==> src/rtl/ls_addr_unit.sv <==
module ls_addr_unit #(
  parameter int XW = 32
) (
  input  logic          clk,
  input  logic          rst_n,
  input  logic          start,
  input  logic [31:0]   instr,
  input  logic          cond_ok,
  input  logic [XW-1:0] base_val,
  input  logic [XW-1:0] rm_val,
  input  logic [XW-1:0] rd_val,
  input  logic [XW-1:0] mem_rdata,
  output logic [3:0]    cond_code,
  output logic [3:0]    rn_sel,
  output logic [3:0]    rm_sel,
  output logic [XW-3:0] mem_word_addr,
  output logic          mem_rd,
  output logic          mem_wr,
  output logic [3:0]    mem_be,
  output logic [XW-1:0] mem_wdata,
  output logic          ld_en,
  output logic [3:0]    ld_reg,
  output logic [XW-1:0] ld_data,
  output logic          wb_en,
  output logic [3:0]    wb_reg,
  output logic [XW-1:0] wb_data
);
  localparam int SW = $clog2(XW);

  wire f_imm   = instr[25];
  wire f_pre   = instr[24];
  wire f_up    = instr[23];
  wire f_byte  = instr[22];
  wire f_wback = instr[21];
  wire f_load  = instr[20];

  assign cond_code = instr[31:28];
  assign rn_sel    = instr[19:16];
  assign rm_sel    = instr[3:0];

  wire legal = (instr[27:26] == 2'b01) && (f_imm || !instr[4]);
  wire go    = start && cond_ok && legal;

  wire [SW-1:0] amt = instr[7+SW-1:7];
  logic [XW-1:0] shifted;

  always_comb begin
    case (instr[6:5])
      2'b00:   shifted = rm_val << amt;
      2'b01:   shifted = (amt == '0) ? '0 : rm_val >> amt;
      2'b10:   shifted = (amt == '0) ? {XW{rm_val[XW-1]}}
                                     : XW'($signed(rm_val) >>> amt);
      default: shifted = (amt == '0) ? rm_val
                                     : (rm_val >> amt) | (rm_val << (XW - int'(amt)));
    endcase
  end

  wire [XW-1:0] offset   = f_imm ? XW'(instr[11:0]) : shifted;
  wire [XW-1:0] adjusted = f_up ? base_val + offset : base_val - offset;
  wire [XW-1:0] addr     = f_pre ? adjusted : base_val;

  logic       byte_q;
  logic [1:0] lane_q;
  logic [3:0] rd_q;

  always_ff @(posedge clk or negedge rst_n) begin
    if (!rst_n) begin
      mem_word_addr <= '0;
      mem_rd        <= 1'b0;
      mem_wr        <= 1'b0;
      mem_be        <= 4'b0;
      mem_wdata     <= '0;
      wb_en         <= 1'b0;
      wb_reg        <= 4'b0;
      wb_data       <= '0;
      byte_q        <= 1'b0;
      lane_q        <= 2'b0;
      rd_q          <= 4'b0;
    end else begin
      mem_rd <= go && f_load;
      mem_wr <= go && !f_load;
      wb_en  <= go && (f_wback || !f_pre);
      if (go) begin
        mem_word_addr <= addr[XW-1:2];
        mem_be        <= f_byte ? 4'b0001 << addr[1:0] : 4'b1111;
        mem_wdata     <= f_byte ? {(XW/8){rd_val[7:0]}} : rd_val;
        wb_reg        <= instr[19:16];
        wb_data       <= adjusted;
        byte_q        <= f_byte;
        lane_q        <= addr[1:0];
        rd_q          <= instr[15:12];
      end else begin
        mem_be <= 4'b0;
      end
    end
  end

  wire [XW-1:0] lane_sh = mem_rdata >> {lane_q, 3'b000};

  always_ff @(posedge clk or negedge rst_n) begin
    if (!rst_n) begin
      ld_en   <= 1'b0;
      ld_reg  <= 4'b0;
      ld_data <= '0;
    end else begin
      ld_en <= mem_rd;
      if (mem_rd) begin
        ld_reg  <= rd_q;
        ld_data <= byte_q ? XW'(lane_sh[7:0]) : mem_rdata;
      end
    end
  end
endmodule

==> config.mk <==
export PLATFORM = sky130hd
export DESIGN_NAME = ls_addr_unit
export DESIGN_NICKNAME = d
export VERILOG_FILES = /design/src/rtl/ls_addr_unit.sv
export SDC_FILE = /design/constraint.sdc
export NUM_CORES = 1
export LEC_CHECK = 0
export BUFFER_PORTS_ARGS = -buffer_cell sky130_fd_sc_hd__buf_2
export CORE_MARGIN = 4
export CORE_UTILIZATION = 52
export CTS_CLUSTER_DIAMETER = 60
export CTS_CLUSTER_SIZE = 24
export DETAILED_ROUTE_END_ITERATION = 8
export HOLD_SLACK_MARGIN = 0.06
export PLACE_DENSITY = 0.8
export SLEW_MARGIN = 5
export SYNTH_ARGS = -nofsm -noshare
export SYNTH_HDL_FRONTEND = slang
export SYNTH_SLANG_ARGS = --single-unit
==> constraint.sdc <==
create_clock -name clk -period 1.4 [get_ports clk]
set_input_delay 0.21 -clock clk [delete_from_list [all_inputs] [get_ports clk]]
set_output_delay 0.21 -clock clk [all_outputs]
set_load 0.03 [all_outputs]
==> results of run 1 <==
[stage by stage]
| stage | hold WS, ns | setup TNS [ns] | cell area (µm²) |
|---|---|---|---|
| 4_1_cts | 0.0614 | -221.84 | 26400 |
| 3_3_place_gp | 0.177 | -256.21 | 24400 |
| 3_5_place_dp | 0.185 | -265.05 | 24400 |
| 2_1_floorplan | -0.0856 | -226.24 | 17500 |
[synth_stat cells (all sizes together) (9+ instances only)]
| master | number | area share, % |
|---|---|---|
| mux4 | 79 | 10 |
| o2111ai | 9 | 0.46 |
| o32ai | 10 | 0.62 |
| clkbuf | 115 | 2.5 |
| ha | 35 | 2.6 |
| o21ai | 148 | 4.4 |
| nor2 | 123 | 2.7 |
| dfrtp | 149 | 22 |
| mux2i | 145 | 8.5 |
| a21oi | 102 | 3.0 |
| xor2 | 16 | 0.87 |
| o21a | 13 | 0.57 |
| mux2 | 57 | 3.8 |
| nor3 | 46 | 1.4 |
| a22oi | 13 | 0.57 |
| nand2b | 23 | 0.85 |
| nand3 | 42 | 1.2 |
| xnor2 | 44 | 2.3 |
| and2 | 25 | 0.93 |
| and3 | 9 | 0.33 |
| o22ai | 32 | 1.2 |
| a21o | 23 | 1.0 |
| a221oi | 15 | 0.92 |
| buf | 82 | 2.9 |
| nor2b | 48 | 1.8 |
| nand4 | 12 | 0.44 |
| nand2 | 312 | 6.9 |
| a31oi | 31 | 1.1 |
| o221ai | 16 | 0.82 |
| o211ai | 21 | 0.93 |
| or2 | 9 | 0.33 |
| o21bai | 10 | 0.44 |
| inv | 40 | 0.88 |
| a211oi | 15 | 0.66 |
| a31o | 28 | 1.4 |
| o31ai | 10 | 0.52 |
[what timing repair did]
item | in CTS
hold buffers | 46
buffers inserted | 35
cloned | 2
hold endpoints to repair | 88
gates resized for setup | 136
pin swaps | 65
setup endpoints to repair | 70
[cells by family after synthesis]
family,count (synthesis)
XOR/XNOR,60
adder cells (fa/ha/maj),36
multiplexers,281
AND/OR/NAND/NOR,696
AO/OA/AOI/OAI,591
buffers and inverters,241
flip-flops,149
[per-layer routing]
layer	GRT usage (%)	overflow
met5	35.7	0
met4	76.4	38
met3	66.3	1
met2	91.8	44
met1	77.1	7
==> summary.md, run 1 <==
| Metric | Value |
|---|---|
| Ports | 318 |
| Port-buffer cells | 309 |
| Top FF cell, synth | dfrtp_1 |
| Tot GR Track Use | 77.7% |
| DP Worst Slack | -4.78 ns |
| Worst_ep grt | mem_word_addr[26]$_DFFE_PN0P_/D |
| Fraction of the yosys area taken by sequential cells | 21.9% |
| GRT overflow | 90 |
| Syn avg cell area | 8.29 µm² |
| Die Height | 189 µm |
| Largest family of logic cells by synthesized area | compound AO/OA/AOI/OAI gates |
| Post-synth EDFFs | 0 |
| Std cell rows | 65 |
| Yosys reg bits | 149 |
| Clock Tree Root | clkbuf_16 |
| Post-synth net total | 2,254 |
| Yosys Warn Count | 0 |
| Dpl hpwl | 79,900 µm |
| Placed cell count | 3,344 |
| Err | [ERROR GRT-0232] Routing congestion too high. Check the congestion heatmap in the GUI. |
| Clk buf depth | 2 |
| Final Wtd Congestion | 1.34 |
| Fail Step | 5_1_grt |
| DIE WIDTH | 189 µm |
| Cell Area, Synth | 0.0170 mm² |
| Synth Area in Simple Gates | 19.2% |
| Post-Syn Instances | 2,054 |
| H-tree Lvls | 4 |
| Initial core utilization | 53.3% |
| Synth Area in Adders | 2.69% |
| Compound-cell area share of the yosys netlist | 23.9% |
| CTS buffer count | 17 |
| Status | aborted with a tool error |
| Largest net degree at the start of global routing | 48 |
| CTS sink cnt | 149 |
| Count of cell types in the netlist | 99 |
| Post-Synth XOR/XNOR Area | 3.17% |
| Multiplexer share of the synthesized area | 22.8% |
| FFs w/ async S/R, synth | 100% |
| Worst_ep kind | sequential cell input |
==> run 2: changes to the inputs <==
CORE_UTILIZATION = 40   (was 52)
CTS_CLUSTER_DIAMETER = default   (was 60)
CTS_CLUSTER_SIZE = default   (was 24)
HOLD_SLACK_MARGIN = default   (was 0.06)
PLACE_DENSITY = default   (was 0.8)
PLACE_DENSITY_LB_ADDON = 0.15   (was default)
clock period = 1.8 ns   (was 1.4 ns; I/O delays follow)
==> summary.md, run 2 <==
| Metric | Value |
|---|---|
| FMAX | 0.183 GHz |
| Yosys reg bits | 149 (unchanged) |
| Worst-path clk slew | 0.07 ns |
| Reg2Reg Setup Slack | 0.27 ns |
| Tot GR Track Use | 43.6% |
| DR WL/cell | 29.6 µm |
| Clk_lat worst skew | 0.47 ns |
| Drt first pass iters | 7 |
| Die Height | 214 µm (was 189 µm) |
| Type of the tightest min-delay check | in2reg |
| Fraction of the yosys area taken by sequential cells | 21.9% (unchanged) |
| Crit Path Max Fanout | 8 |
| Placed cell count | 3,470 (was 3,344) |
| Hold WS | 0.0351 ns |
| Setup violations, final | 68 |
| R2r endpoint | ld_data[1] |
| CTS sink cnt | 149 (unchanged) |
| Crit path DAT | 5.81 ns |
| Port-buffer cells | 309 (unchanged) |
| Core box area | 0.0420 mm² |
| Std cell rows | 75 (was 65) |
| Post-DRT Antenna Nets | 0 |
| Final-stage net count | 3,248 |
| GRT overflow | 0 |
| Largest net degree at the start of global routing | 76 |
| Worst Reg-to-Reg Cells | 4 |
| Hold wc startpoint | instr[14] |
| Final Hold Violating Endpoints | 0 |
| Max Slew Vio Count | 0 |
| Slew HR | 19.2% |
| MaxCap Viol Count | 0 |
| Failing checks | setup timing |
| First-pass GRT wire length | 151,000 µm |
| Final Wtd Congestion | 1.14 (was 1.34) |
| Via Count | 23,200 |
| H-tree Lvls | 4 (unchanged) |
| Synth top area share | 21.9% (unchanged) |
| Initial antenna violation count | 5 |
| Most frequent cells in the layout | buf_4 (762), buf_2 (304), nand2_1 (295) |
| Post-synth top cells | nand2_1 (312), dfrtp_1 (149), mux2i_1 (145) (unchanged) |
| Via density per instance | 6.43 |
| R2r startpoint | lane_q[0] |
| Setup crit end kind | flop |
| Number of remaining DRC errors | 0 |
| Crit path launch type | primary input |
| Cell Area, Synth | 0.0170 mm² (unchanged) |
| Critical Path Start | instr[7] |
| Cell area after layout | 0.0280 mm² |
| Layout fillers | 3,264 |
| Initial core utilization | 40.5% (was 53.3%) |
| Placed Instance Area | 0.0246 mm² (was 0.0244 mm²) |
| Worst Path Required | 2.13 ns |
| Peak supply drop | 0.000647 V |
| Yosys Warn Count | 0 (unchanged) |
| CTS tree | yes |
| FFs w/ async S/R, synth | 100% (unchanged) |
| Initial drt markers | 3,179 |
| Register area | 0.00373 mm² |
| Post-synth net total | 2,254 (unchanged) |
| Setup ws final | -3.67 ns |
| P&R area growth vs syn | 64.6% |
| Most common cell after layout, fill and taps aside | buf_4 |
| Layout cells sized above 1 | 53.5% |
| Pleak | 13.4 nW |
| CTS buffer count | 17 (unchanged) |
| Most instantiated library cell after synthesis | nand2_1 (unchanged) |
| Dominant cell type by area after synthesis | dfrtp_1 (unchanged) |
| Ports | 318 (unchanged) |
| PwrDens | 810 mW/mm² |
| Largest regs | ld_data: 32 flops, mem_wdata: 32 flops, wb_data: 32 flops |
| Final non-filler cell total | 3,606 |
| Top FF cell, synth | dfrtp_1 (unchanged) |
| Total power draw | 22.7 mW |
| Post-synth EDFFs | 0 (unchanged) |
| Final wirelength | 107,000 µm |
| DIE WIDTH | 214 µm (was 189 µm) |
| Dpl hpwl | 82,600 µm (was 79,900 µm) |
| Leading post-synthesis cells by cell area | dfrtp_1 (22%), mux4_2 (10%), mux2i_1 (8.5%) (unchanged) |
| DP Worst Slack | -4.45 ns (was -4.78 ns) |
| Post-Syn Instances | 2,054 (unchanged) |
| Count of cell types in the netlist | 99 (unchanged) |
| Min Tclk post-route | 5.47 ns |
| CP Class | in2reg |
| Clk buf depth | 2 (unchanged) |
| Hold Path End | rd_q[2] |
| Syn avg cell area | 8.29 µm² (unchanged) |
| Status | finished, violations left (was aborted with a tool error) |
| Clock Tree Root | clkbuf_16 (unchanged) |
| Unrepaired setup endpoints after global routing | yes |
| Area of the multi-input gates | 0.0140 mm² |
| WHS Path Cells | 3 |
| Vias in the first global route | 22,700 |
| Period utilisation layout | 304% |
| Die ar. | 0.0459 mm² |
| Least-Margin Pin Slew | 1.21 ns |
| Fin Clk Skew | 0.0109 ns |
-- run 2: cell counts after synthesis --
No cell type changed its count.
-- run 2: report_power, final --
group | switching (mW) | internal (mW)
Combinational | 8.16 | 6.11
Sequential | 0.518 | 4.22
Clock | 1.70 | 1.99
Total | 10.4 | 12.3
-- run 2: final cells by class --
cell class	count	share of cell area, %
Timing Repair Buffer	1172	31.5
Sequential cell	149	13.3
Multi-Input combinational cell	1664	49.9
Inverter	44	0.661
Tap cell	539	2.41
Clock buffer	17	1.52
Antenna cell	6	0.0536
Clock inverter	15	0.656
-- run 2: through the flow --
step	utilization (%)	setup TNS, ns
after floorplan	-	-202.93
after global placement	58.6	-235.94
after detailed placement	58.6	-237.88
after CTS	64.2	-177.90
after global routing	66.6	-196.08
final	66.7	-189.82
-- run 2: worst max path at each step --
stage,end,slack (ns),cells after the start
floorplan,mem_word_addr[27],-3.91,35
global placement,wb_data[30],-4.37,26
detailed placement,wb_data[30],-4.45,26
CTS,wb_data[30],-3.38,27
global route,mem_word_addr[26],-3.73,28
finish,mem_word_addr[21],-3.67,27
-- run 2: what timing repair did --
item / CTS / global route
gates cloned: 5 / 0
setup endpoints to repair: 68 / 68
setup buffers: 62 / 35
gates resized for setup: 257 / 156
hold endpoints to repair: 56 / 0
hold buffers: 7 / 0
pin swaps: 99 / 97
-- run 2: critical path, cell delays in order --
cell and delay (ns):
buf_16 0.13, buf_16 0.15, buf_12 0.11, buf_8 0.12, mux4_2 0.54, nor2_1 0.13, a211oi_1 0.09, or4_1 0.49
a222oi_1 0.39, buf_4 0.19, and2_1 0.15, and4_4 0.22, buf_4 0.11, a41oi_1 0.13, xnor2_1 0.23, ha_1 0.33
buf_4 0.18, nor2_1 0.14, nor2_1 0.06, o21a_1 0.23, a311oi_2 0.36, buf_4 0.21, o21bai_4 0.07, a21oi_2 0.26
xnor2_2 0.14, mux2i_1 0.25, o21ai_1 0.12
-- run 2: kinds of logic (layout without fill, tap and decap cells) --
kind of cell	after synthesis	after routing	synth area share [%]
other cells	0	6	0
fa+ha+maj	36	36	2.69
buf+inv	241	1248	6.44
simple gates	696	696	19.2
mux	281	281	22.8
flops	149	149	21.9
compound gates	591	591	23.9
xor+xnor	60	60	3.17
-- run 2: routing by layer --
metal  GRT usage [%]  share of wire (%)  up-vias
met5               0              0.016        -
met4            24.3                7.4        2
met3            12.1                 11      472
met2            68.4                 44     1751
met1            54.4                 37    11300
li1                -                  -     9668
(Power assumes the default switching activity.)
==> run 3: changes to the inputs <==
CAP_MARGIN = 20   (was default)
SKIP_CTS_REPAIR_TIMING = 1   (was default)
==> summary.md, run 3 (synthesized netlist as in run 2, its figures left out) <==
| Metric | Value |
|---|---|
| Status | finished, violations left (unchanged) |
| Failing checks | setup timing (unchanged) |
| CP Class | in2reg (unchanged) |
| Grt met3 use | 10.8% (was 12.1%) |
| First-pass GRT wire length | 145,000 µm (was 151,000 µm) |
| Initial drt markers | 3,077 (was 3,179) |
| CTS sink cnt | 149 (unchanged) |
| Hold WS | 0.00772 ns (was 0.0351 ns) |
| Via density per instance | 6.33 (was 6.43) |
| Crit Path Max Fanout | 8 (unchanged) |
| Clk buf depth | 2 (unchanged) |
| Ports | 318 (unchanged) |
| Cell Int Power | 12.0 mW (was 12.3 mW) |
| P&R area growth vs syn | 58.5% (was 64.6%) |
| CTS tree | yes (unchanged) |
| MaxCap Viol Count | 0 (unchanged) |
| Core box area | 0.0420 mm² (unchanged) |
| Setup crit end kind | flop (unchanged) |
| CTS buffer count | 17 (unchanged) |
| Min Tclk post-route | 5.54 ns (was 5.47 ns) |
| Slew HR | 25.8% (was 19.2%) |
| Via Count | 22,500 (was 23,200) |
| Unrepaired setup endpoints after global routing | yes (unchanged) |
| NetSw | 10.0 mW (was 10.4 mW) |
| Crit path launch type | primary input (unchanged) |
| Dpl hpwl | 82,600 µm (unchanged) |
| Most common cell after layout, fill and taps aside | buf_4 (unchanged) |
| Peak supply drop | 0.000648 V (was 0.000647 V) |
| Final Wtd Congestion | 1.14 (unchanged) |
| Worst-path clk slew | 0.07 ns (about the same) |
| DR WL/cell | 29.0 µm (was 29.6 µm) |
| Final wirelength | 103,000 µm (was 107,000 µm) |
| Switching share of power | 45.6% (was 45.7%) |
| Pleak | 13.0 nW (was 13.4 nW) |
| Total power draw | 22.0 mW (was 22.7 mW) |
| Sequential Power Share | 21.5% (was 20.9%) |
| Max incr delay on CP | 0.56 ns (was 0.54 ns) |
| Met2 usage | 64.7% (was 68.4%) |
| PwrDens | 815 mW/mm² (was 810 mW/mm²) |
| Type of the tightest min-delay check | in2reg (unchanged) |
| Setup ws final | -3.74 ns (was -3.67 ns) |
| Max Slew Vio Count | 0 (unchanged) |
| DIE WIDTH | 214 µm (unchanged) |
| Worst Path Required | 2.13 ns (about the same) |
| Largest net degree at the start of global routing | 76 (unchanged) |
| Fin Clk Skew | 0.0111 ns (was 0.0109 ns) |
| M1 GR Usage | 53.6% (was 54.4%) |
| Critical path buffers and inverters | 7 (was 8) |
| Least-Margin Pin Slew | 1.11 ns (was 1.21 ns) |
| Std cell rows | 75 (unchanged) |
| Worst path top cell family by delay | compound AO/OA/AOI/OAI gates (unchanged) |
| Post-DRT Antenna Nets | 0 (unchanged) |
| GRT overflow | 0 (unchanged) |
| Clk_lat worst skew | 0.47 ns (about the same) |
| Period utilisation layout | 308% (was 304%) |
| Most frequent cells in the layout | buf_4 (743), buf_2 (306), nand2_1 (297) (was buf_4 (762), buf_2 (304), nand2_1 (295)) |
| FMAX | 0.181 GHz (was 0.183 GHz) |
| GRT Max-Usage Layer | met2 (unchanged) |
| Crit path DAT | 5.87 ns (was 5.81 ns) |
| Number of remaining DRC errors | 0 (unchanged) |
| Initial antenna violation count | 1 (was 5) |
| Port-buffer cells | 309 (unchanged) |
| Vias in the first global route | 21,600 (was 22,700) |
| Final-stage net count | 3,199 (was 3,248) |
| Die ar. | 0.0459 mm² (unchanged) |
| Clk pwr share | 16.8% (was 16.3%) |
| Setup violations, final | 68 (unchanged) |
| Tot GR Track Use | 41.7% (was 43.6%) |
| Clock Tree Root | clkbuf_16 (unchanged) |
| Drt first pass iters | 6 (was 7) |
| Comb pwr share | 61.8% (was 62.9%) |
| H-tree Lvls | 4 (unchanged) |
| Final Hold Violating Endpoints | 0 (unchanged) |
| Layout cells sized above 1 | 51.4% (was 53.5%) |
| Initial core utilization | 40.5% (unchanged) |
| Largest regs | ld_data: 32 flops, mem_wdata: 32 flops, wb_data: 32 flops (unchanged) |
| Die Height | 214 µm (unchanged) |
| Crit path max-delay cell type | or4_4 (was mux4_2) |
[run 3: cell count changes in the layout (fill, tap and decap cells not counted), sizes merged]
| cell | delta |
|---|---|
| diode | -4 |
| clkbuf | +1 |
| buf | -43 |
| dlygate4sd3 | -4 |
| bufbuf | -3 |
[run 3: cell type report]
cell class	instances	area [µm²]
fill	3406	15100
multi-input combinational	1664	13600
timing repair buffer	1123	8230
sequential	149	3730
tap	539	674
clock buffer	17	425
clock inverter	15	184
inverter	44	184
antenna	2	5.00
[run 3: metrics by stage]
step	setup TNS, ns	instances	area (µm²)	utilization, %	setup slack, ns
after floorplan	-202.93	2054	17400	-	-3.91
after global placement	-235.94	3470	24600	58.6	-4.37
after detailed placement	-237.88	3470	24600	58.6	-4.45
after CTS	-205.71	3502	25200	60.0	-3.96
after global routing	-204.09	3552	27000	64.2	-3.84
final	-196.38	3553	27000	64.2	-3.74
[run 3: path summary, 6_finish.rpt]
| check | startpoint | end | slack [ns] | cells after the start |
|---|---|---|---|---|
| min in group asynchronous | rst_n | ld_data[10] | 0.34 | 2 |
| max in group asynchronous | rst_n | mem_wdata[9] | 0.83 | 3 |
| worst max register to register | lane_q[0] | ld_data[1] | 0.29 | 4 |
| worst min-delay path | instr[12] | rd_q[0] | 0.008 | 3 |
| worst max-delay path | instr[7] | mem_word_addr[21] | -3.74 | 30 |
| worst min register to register | wb_data[20] | wb_data[20] | 0.46 | 2 |
[run 3: worst min-delay path, delay by kind of cell]
kind	cells	cell delay, ns
buf+inv	1	0.08
simple gates	2	0.09
[run 3: per-layer routing]
metal	up-vias	share of wire (%)
li1	9568	-
met3	379	11
met2	1592	44
met5	-	0
met4	0	7.2
met1	11000	38
[run 3: power by group through the flow]
stage	registers, mW	logic, mW	clock network (mW)
finish	4.72	13.6	3.69
global route	4.82	14.1	3.89
CTS	4.70	11.9	3.73
detailed placement	4.76	11.8	0
global placement	4.70	11.7	0
floorplan	6.40	4.67	0
